==> src/rtl/wdog_pkg.sv <==
`timescale 1ns/1ps
package wdog_pkg;

  typedef enum logic [1:0] {
    WSEL_THREE_QTR = 2'b00,
    WSEL_HALF      = 2'b01,
    WSEL_3_EIGHTHS = 2'b10,
    WSEL_QUARTER   = 2'b11
  } wsel_e;

  // Part of period p that forms the clear window, built from shifts only.
  function automatic logic [63:0] win_span(input logic [63:0] p, input wsel_e s);
    logic [63:0] half, qtr, eighth;
    half   = p >> 1;
    qtr    = p >> 2;
    eighth = p >> 3;
    case (s)
      WSEL_QUARTER:   win_span = qtr;
      WSEL_3_EIGHTHS: win_span = qtr + eighth;
      WSEL_HALF:      win_span = half;
      default:        win_span = half + qtr;
    endcase
  endfunction

endpackage

==> src/rtl/wdog_period.sv <==
`timescale 1ns/1ps
module wdog_period
  import wdog_pkg::*;
#(
  parameter int CNT_W = 32,
  parameter int PS_W  = 5,
  parameter int SLEEP_MIN_CODE = 1
) (
  input  logic             sleep_i,
  input  logic [PS_W-1:0]  run_ps,
  input  logic [PS_W-1:0]  sleep_ps,
  input  logic [1:0]       win_sel,
  output logic [CNT_W-1:0] last_cnt,
  output logic [CNT_W-1:0] open_at
);
  localparam int FULL_W = CNT_W + 1;

  logic [PS_W-1:0]   sleep_code;
  logic [PS_W-1:0]   code;
  logic [FULL_W-1:0] period;
  logic [63:0]       span;

  generate
    if (SLEEP_MIN_CODE > 0) begin : g_floor
      always_comb begin
        if (sleep_ps < PS_W'(SLEEP_MIN_CODE)) sleep_code = PS_W'(SLEEP_MIN_CODE);
        else                                  sleep_code = sleep_ps;
      end
    end else begin : g_nofloor
      always_comb sleep_code = sleep_ps;
    end
  endgenerate

  always_comb begin
    code     = sleep_i ? sleep_code : run_ps;
    period   = FULL_W'(1) << code;
    span     = win_span(64'(period), wsel_e'(win_sel));
    last_cnt = CNT_W'(period - FULL_W'(1));
    open_at  = CNT_W'(period - FULL_W'(span));
  end

endmodule

==> src/rtl/wdog_count.sv <==
`timescale 1ns/1ps
module wdog_count #(
  parameter int CNT_W = 32
) (
  input  logic             clk,
  input  logic             rst,
  input  logic             tick_en,
  input  logic             active,
  input  logic             sleep_i,
  input  logic             sw_clear,
  input  logic             win_dis,
  input  logic [CNT_W-1:0] last_cnt,
  input  logic [CNT_W-1:0] open_at,
  output logic             evt,
  output logic             open_nxt
);
  logic [CNT_W-1:0] cnt_q, cnt_d;
  logic             sleep_q;

  always_comb begin
    cnt_d = cnt_q;
    evt   = 1'b0;
    if (!active || (sleep_i != sleep_q)) begin
      cnt_d = '0;
    end else if (sw_clear) begin
      cnt_d = '0;
      evt   = !win_dis && (cnt_q < open_at);
    end else if (tick_en) begin
      if (cnt_q >= last_cnt) begin
        cnt_d = '0;
        evt   = 1'b1;
      end else begin
        cnt_d = cnt_q + CNT_W'(1);
      end
    end
    open_nxt = active && (win_dis || (cnt_d >= open_at));
  end

  always_ff @(posedge clk) begin
    if (rst) begin
      cnt_q   <= '0;
      sleep_q <= sleep_i;
    end else begin
      cnt_q   <= cnt_d;
      sleep_q <= sleep_i;
    end
  end

endmodule

==> src/rtl/wdog_outcome.sv <==
`timescale 1ns/1ps
module wdog_outcome (
  input  logic clk,
  input  logic rst,
  input  logic evt,
  input  logic sleep_i,
  input  logic rst_en,
  input  logic open_nxt,
  output logic rst_req,
  output logic trap_pulse,
  output logic win_open
);
  logic to_reset;

  always_comb to_reset = rst_en && !sleep_i;

  always_ff @(posedge clk) begin
    if (rst) begin
      rst_req    <= 1'b0;
      trap_pulse <= 1'b0;
      win_open   <= 1'b0;
    end else begin
      rst_req    <= rst_req || (evt && to_reset);
      trap_pulse <= evt && !to_reset;
      win_open   <= open_nxt;
    end
  end

endmodule

==> src/rtl/watchdog_win.sv <==
`timescale 1ns/1ps
module watchdog_win #(
  parameter int CNT_W = 32,
  parameter int PS_W  = 5
) (
  input  logic            clk,
  input  logic            rst,
  input  logic            tick_en,
  input  logic            sleep_i,
  input  logic            sw_clear,
  input  logic            sw_on,
  input  logic            cfg_hw_en,
  input  logic            cfg_rst_en,
  input  logic            cfg_win_dis,
  input  logic [1:0]      cfg_win_sel,
  input  logic [PS_W-1:0] cfg_run_ps,
  input  logic [PS_W-1:0] cfg_sleep_ps,
  output logic            rst_req,
  output logic            trap_pulse,
  output logic            win_open
);
  logic [CNT_W-1:0] last_cnt, open_at;
  logic             active, evt, open_nxt;

  always_comb active = cfg_hw_en || sw_on;

  wdog_period #(.CNT_W(CNT_W), .PS_W(PS_W), .SLEEP_MIN_CODE(1)) u_period (
    .sleep_i (sleep_i),
    .run_ps  (cfg_run_ps),
    .sleep_ps(cfg_sleep_ps),
    .win_sel (cfg_win_sel),
    .last_cnt(last_cnt),
    .open_at (open_at)
  );

  wdog_count #(.CNT_W(CNT_W)) u_count (
    .clk     (clk),
    .rst     (rst),
    .tick_en (tick_en),
    .active  (active),
    .sleep_i (sleep_i),
    .sw_clear(sw_clear),
    .win_dis (cfg_win_dis),
    .last_cnt(last_cnt),
    .open_at (open_at),
    .evt     (evt),
    .open_nxt(open_nxt)
  );

  wdog_outcome u_out (
    .clk       (clk),
    .rst       (rst),
    .evt       (evt),
    .sleep_i   (sleep_i),
    .rst_en    (cfg_rst_en),
    .open_nxt  (open_nxt),
    .rst_req   (rst_req),
    .trap_pulse(trap_pulse),
    .win_open  (win_open)
  );

endmodule

==> config.mk <==
export PLATFORM = sky130hd
export DESIGN_NAME = watchdog_win
export DESIGN_NICKNAME = d
export VERILOG_FILES = /design/src/rtl/wdog_pkg.sv /design/src/rtl/wdog_period.sv /design/src/rtl/wdog_count.sv /design/src/rtl/wdog_outcome.sv /design/src/rtl/watchdog_win.sv
export SDC_FILE = /design/constraint.sdc
export NUM_CORES = 1
export LEC_CHECK = 0
export ABC_CLOCK_PERIOD_IN_PS = 13700
export BUFFER_PORTS_ARGS = -buffer_cell sky130_fd_sc_hd__buf_2
export CAP_MARGIN = 40
export CELL_PAD_IN_SITES_DETAIL_PLACEMENT = 1
export CELL_PAD_IN_SITES_GLOBAL_PLACEMENT = 1
export CORE_UTILIZATION = 30
export DETAILED_ROUTE_END_ITERATION = 6
export GPL_ROUTABILITY_DRIVEN = 0
export PLACE_DENSITY = 0.63
export SYNTH_ARGS = -nofsm -noshare
export SYNTH_HDL_FRONTEND = slang
export SYNTH_SLANG_ARGS = --single-unit
==> constraint.sdc <==
create_clock -name clk -period 13.7 [get_ports clk]
set_clock_uncertainty 0.05 [all_clocks]
set_input_delay 4.11 -clock clk [delete_from_list [all_inputs] [get_ports clk]]
set_output_delay 4.11 -clock clk [all_outputs]
set_load 0.02 [all_outputs]
==> Word-level counts from Yosys, hierarchy flattened <==
Cells that the tools add are included.
{ "word_totals": {"regBits": 36, "output_inout_bits": 3, "wordCells": 43} }
{ "op_classes": {"add_sub_neg": 5, "order_cmp": 4, "eq_ne": 4, "shift": 1, "mux": 11, "reduce_logical": 13} }
{ "op_table": {"columns": ["op", "n"], "rows": [
  ["$mux 32", 4],
  ["$pmux 32 s3", 1],
  ["$ge 32x32->1", 2],
  ["$shl 1x5->33 const A", 1],
  ["$add 31x30->32", 1],
  ["$add 32x1->32 const B", 1],
  ["$add 32x31->32", 1],
  ["$lt 32x32->1", 1],
  ["$sub 32x1->32 const B", 1],
  ["$sub 32x32->32", 1],
  ["$mux 5", 2],
  ["$logic_and 1x1->1", 5],
  ["$lt 5x1->1 const B", 1],
  ["$eq 2x2->1 const B", 2],
  ["$logic_not 1->1", 4],
  ["$logic_or 1x1->1", 4],
  ["$mux 1", 4],
  ["$eq 2x1->1 const B", 1],
  ["$ne 1x1->1", 1]
]} }

==> Depth between registers and ports, before layout <==
{ "logic_depth": {"word_depth": 13, "mapped_depth": 43, "depth_no_buf": 41} }

==> Modules after synthesis <==
A second synthesis with hierarchy kept.
{ "hier_totals": {"cells_unflattened": 1270, "hier_area_um2": 8816.0} }
{ "modules_own_cells": {"columns": ["module", "n_inst", "cells_each", "area_per_inst_um2", "seq_area_each_um2"], "rows": [
  ["wdog_period", 1, 753, 4749.6, 0.0],
  ["wdog_count", 1, 507, 3963.8, 660.6],
  ["wdog_outcome", 1, 9, 96.3, 60.1],
  ["watchdog_win", 1, 1, 6.3, 0.0]
]} }

==> Worst setup path after synthesis <==
Ideal clock, no wire load.
{ "synth_path": {"path_kind": "in2reg", "from": "input cfg_win_sel[1]", "to": "register u_out.rst_req", "arrival_time_ns": 10.746, "path_slack_ns": 2.787, "cell_stages": 38, "cell_sequence": "buf_2 clkinv_1 nor2_1 clkbuf_1 o21ai_0 ha_1 fa_1 nand3_1 a21boi_0 nor3_1 o21ai_0 and2_1 a21o_1 a211o_1 a21oi_1 ha_1 nand2_1 o21ai_0 [... 2 more ...] o21a_1 nand2_1 o2111a_2 nand2b_1 a31oi_1 xor2_1 ha_1 nand3_1 nor2_1 nand4_1 nor2_1 a211oi_1 o31a_1 nand2_1 nor4_1 a2111oi_0 o211ai_1 a32o_1"} }
{ "synth_via": {"elab_chain_len": 9} }
{ "synth_lines": {"columns": ["element", "line", "text"], "rows": [
  ["start: declaration", "watchdog_win.sv:15", "input logic [1:0] cfg_win_sel,"],
  ["$eq 2x1->1 / $eq 2x2->1 (equally long branches)", "wdog_pkg.sv:17", "case (s)"],
  ["$pmux 32 s3 *", "wdog_pkg.sv:17", null],
  ["$sub 32x32->32 *", "wdog_period.sv:39", "open_at = CNT_W'(period - FULL_W'(span));"],
  ["$lt 32x32->1 *", "wdog_count.sv:27", "evt = !win_dis && (cnt_q < open_at);"],
  ["$logic_and 1x1->1 *", "wdog_count.sv:27", null],
  ["$mux 1 *", "wdog_count.sv:25", "end else if (sw_clear) begin"],
  ["$mux 1 *", "wdog_count.sv:23", "if (!active || (sleep_i != sleep_q)) begin"],
  ["$logic_and 1x1->1 *", "wdog_outcome.sv:23", "rst_req <= rst_req || (evt && to_reset);"],
  ["$logic_or 1x1->1 *", "wdog_outcome.sv:23", null],
  ["end signal: assignment", "wdog_outcome.sv:23", null],
  ["end: declaration", "wdog_outcome.sv:9", "output logic rst_req,"]
]} }
Mark *: on every way between the ends. The rest lies on a longest branch, timed or not.
A chain may end at the register's enable or synchronous reset.

==> Worst setup path after layout <==
{ "layout_path": {"from": "input sleep_i", "to": "register u_out.rst_req"} }
{ "layout_via": {"elab_chain_len": 11} }
{ "layout_lines": {"columns": ["element", "line", "text"], "rows": [
  ["start: declaration", "watchdog_win.sv:9", "input logic sleep_i,"],
  ["$mux 5", "wdog_period.sv:35", "code = sleep_i ? sleep_code : run_ps;"],
  ["$shl 1x5->33", "wdog_period.sv:36", "period = FULL_W'(1) << code;"],
  ["$add 32x31->32 / $add 31x30->32 (equally long branches)", "wdog_pkg.sv:21, wdog_pkg.sv:19", null],
  ["$pmux 32 s3", "wdog_pkg.sv:17", null],
  ["$sub 32x32->32", "wdog_period.sv:39", null],
  ["$lt 32x32->1", "wdog_count.sv:27", null],
  ["$logic_and 1x1->1", "wdog_count.sv:27", null],
  ["$mux 1", "wdog_count.sv:25", null],
  ["$mux 1", "wdog_count.sv:23", null],
  ["$logic_and 1x1->1 *", "wdog_outcome.sv:23", null],
  ["$logic_or 1x1->1 *", "wdog_outcome.sv:23", null]
]} }
Marked as above.

==> results_dict.tcl <==
set metrics [dict create \
    run_status "complete, no violations" \
    dr_total_vias 8751 \
    ys_types 83 \
    maxCapViolations 0 \
    rsz0062_at_grt "no" \
    setup_violations 0 \
    clock_latency_ps 290 \
    synth.most_common_cell "ha_1" \
    worstPathMaxFanout 19 \
    nets 1390 \
    crit_path_frequent_cell "nor2_1" \
    syn_inst 1214 \
    totalWireLength_um 28830 \
    worst_pin_slew_ps 912.0 \
    drtAntennaViolNets 0 \
    grt_pass1_vias 8804 \
    slowest_delay_ps 500 \
    required_ps 13830 \
    cts_setup_buffers 0 \
    grt_usage_pct 20.25 \
    antenna-diode-count 0 \
    period_share_pct 90.36 \
    multi_input_area_mm2 0.007553 \
    fill_cells 3547 \
    drv_slew 0 \
    area_growth_pct 7.396 \
    grt_pass1_wl_um 47240 \
    cts.hold.buffers_added 0 \
    setup_tns_ps 0 \
    critPathSlowestCell "nor2_1" \
    grt_start_max_net_pins 54 \
    critPathKind "primary input to flip-flop" \
    pwr_density_cell_mw_per_mm2 53.22 \
    total_power_mw 0.4932 \
    die_h_um 171.6 \
    initialDrtViolationCount 401 \
    netlist_area_mm2 0.008628 \
    htreeDepth 2 \
    p_leak_nw 4.432 \
    timing.fmax_mhz 80.78 \
    yosys-top-cells-count "153 x ha_1, 139 x nor2_1, 133 x nand2_1" \
    hpwl_um 24180 \
    endpoint_kind "flip-flop" \
    max_slew_margin_pct 38.97 \
    synth.net_count 1390 \
    grt.overflow.total 0 \
    routed_via_density 5.493 \
    cts_tree "yes" \
    initial_core_util_pct 30.80 \
    max-clock-path-buffers 2 \
    cp_data_arrival_time_ps 12510 \
    seqCellArea_um2 720.7 \
    fp.dieW_um 171.6 \
    drcViolationCount 0 \
    synthFlopType "dfxtp_1" \
    syn_area_per_cell_um2 7.107 \
    yosys.area.top_type "ha_1" \
    ys_seq_elements 36 \
    drive_gt1_share_pct 5.926 \
    finalHoldViolCount 0 \
    pin_count 24 \
    port_buffers 23 \
    min_period_ps 12380 \
    rows 61 \
    synth.top_cell.area_share_pct 22.19 \
    yosysSeqAreaShare_pct 8.353 \
    ir_drop_mv 0.03914 \
    fp.dieArea_mm2 0.02944 \
    cp-start-kind "primary input" \
    clk_pin_slew_ps 60 \
    synth-edff-count 0 \
    coreArea_mm2 0.02801 \
    drt-wirelength-per-cell_um 18.10 \
    yosys_warnings 0 \
    grt_antenna_before_repair 0 \
    postCtsResizedCells 0 \
    root_buffer "clkbuf_16" \
    drt_pass1_iterations 4 \
    synthTopCellsByArea "ha_1 22%, dfxtp_1 8.4%, nor2_1 6.0%" \
    clock-sinks 36 \
    cts_buffers 5 \
    async_flop_share_pct 0 \
    min_path_type "flip-flop to flip-flop" \
]
==> area by class of cell <==
class	count	share of cell area, %
Inverter	49	2.039
Sequential cell	36	7.777
Timing Repair Buffer	33	2.012
Multi-Input combinational cell	1089	81.51
Tap cell	378	5.104
Clock inverter	3	0.2025
Clock buffer	5	1.350
==> report_power, final <==
| part | internal (mW) | leakage, nW | switching, mW |
|---|---|---|---|
| Combinational | 0.100 | 4.07 | 0.172 |
| Clock | 0.0671 | 0.0736 | 0.0479 |
| Sequential | 0.105 | 0.291 | 0.000416 |
| Total | 0.272 | 4.43 | 0.221 |
==> flip-flops by register name (all words and copies together), names as in the netlist <==
register          count
u_count.cnt_q        32
u_count.sleep_q       1
u_out.rst_req         1
u_out.trap_pulse      1
u_out.win_open        1
==> per-layer routing <==
layer	routed length [um]	part of all wire (%)	GRT usage, %	up-vias
li1	-	-	-	4466
met1	14760	51	28.56	4159
met2	12620	44	32.74	95
met3	646	2.2	0.8053	31
met4	801	2.8	6.871	0
met5	0	0	0	-
==> cell usage in the layout, fill, tap and decap left out, types with 8 or more instances in the layout <==
master,synthesis,final
dfxtp_1,36,36
and3_1,13,13
a21o_1,56,56
xnor2_1,48,48
mux2i_1,8,8
nand2_1,133,133
o21bai_1,10,10
o21a_1,15,15
nand3_1,29,29
xor2_1,44,44
o211ai_1,16,16
nand2b_1,12,12
nor2_1,139,139
o21ai_0,92,92
nand4_1,18,18
a211oi_1,9,9
ha_1,153,153
nor3_1,58,58
nor2b_1,9,9
a31oi_1,14,14
a21oi_1,81,81
buf_2,1,23
buf_4,0,9
inv_1,47,47
==> worst paths after layout <==
kind	end	slack, ps	cells after the start	startpoint
setup / recovery	u_out.rst_req$_SDFF_PP0_	1320	39	sleep_i
hold / removal	u_out.rst_req$_SDFF_PP0_	420	1	u_out.rst_req$_SDFF_PP0_
setup reg to reg	u_out.win_open$_SDFF_PP0_	8140	22	u_count.cnt_q[0]$_SDFF_PP0_
hold reg to reg	u_out.rst_req$_SDFF_PP0_	420	1	u_out.rst_req$_SDFF_PP0_
==> per-stage QoR <==
step	setup WS, ps	util [%]	hold slack, ps	instances	area, um^2
floorplan	2787	-	526.8	1214	8628
CTS	1342	33.08	425.6	1593	9266
detailed placement	1067	32.57	410.9	1585	9123
finish	1320	33.08	424.6	1593	9266
global route	353.7	33.08	455.6	1593	9266
global placement	1382	32.55	402.9	1584	9119
==> cells by family (layout without fill, tap and decap cells) <==
family	Yosys count	count (layout)	share of synthesized area, %
flops	36	36	8.353
other cells	1	1	0.04346
mux	13	13	1.581
compound gates	364	364	28.16
xor+xnor	92	92	9.339
fa+ha+maj	157	157	22.90
buf+inv	89	90	4.118
simple gates	462	462	25.51
==> critical path, delay by kind of cell <==
kind / cells / cell delay [ps]
buffers and inverters: 1 / 220
adder cells (fa/ha/maj): 3 / 950
AND/OR/NAND/NOR: 17 / 3230
AO/OA/AOI/OAI: 16 / 3620
XOR/XNOR: 2 / 360
No activity file was read; power rests on OpenSTA's default activity.
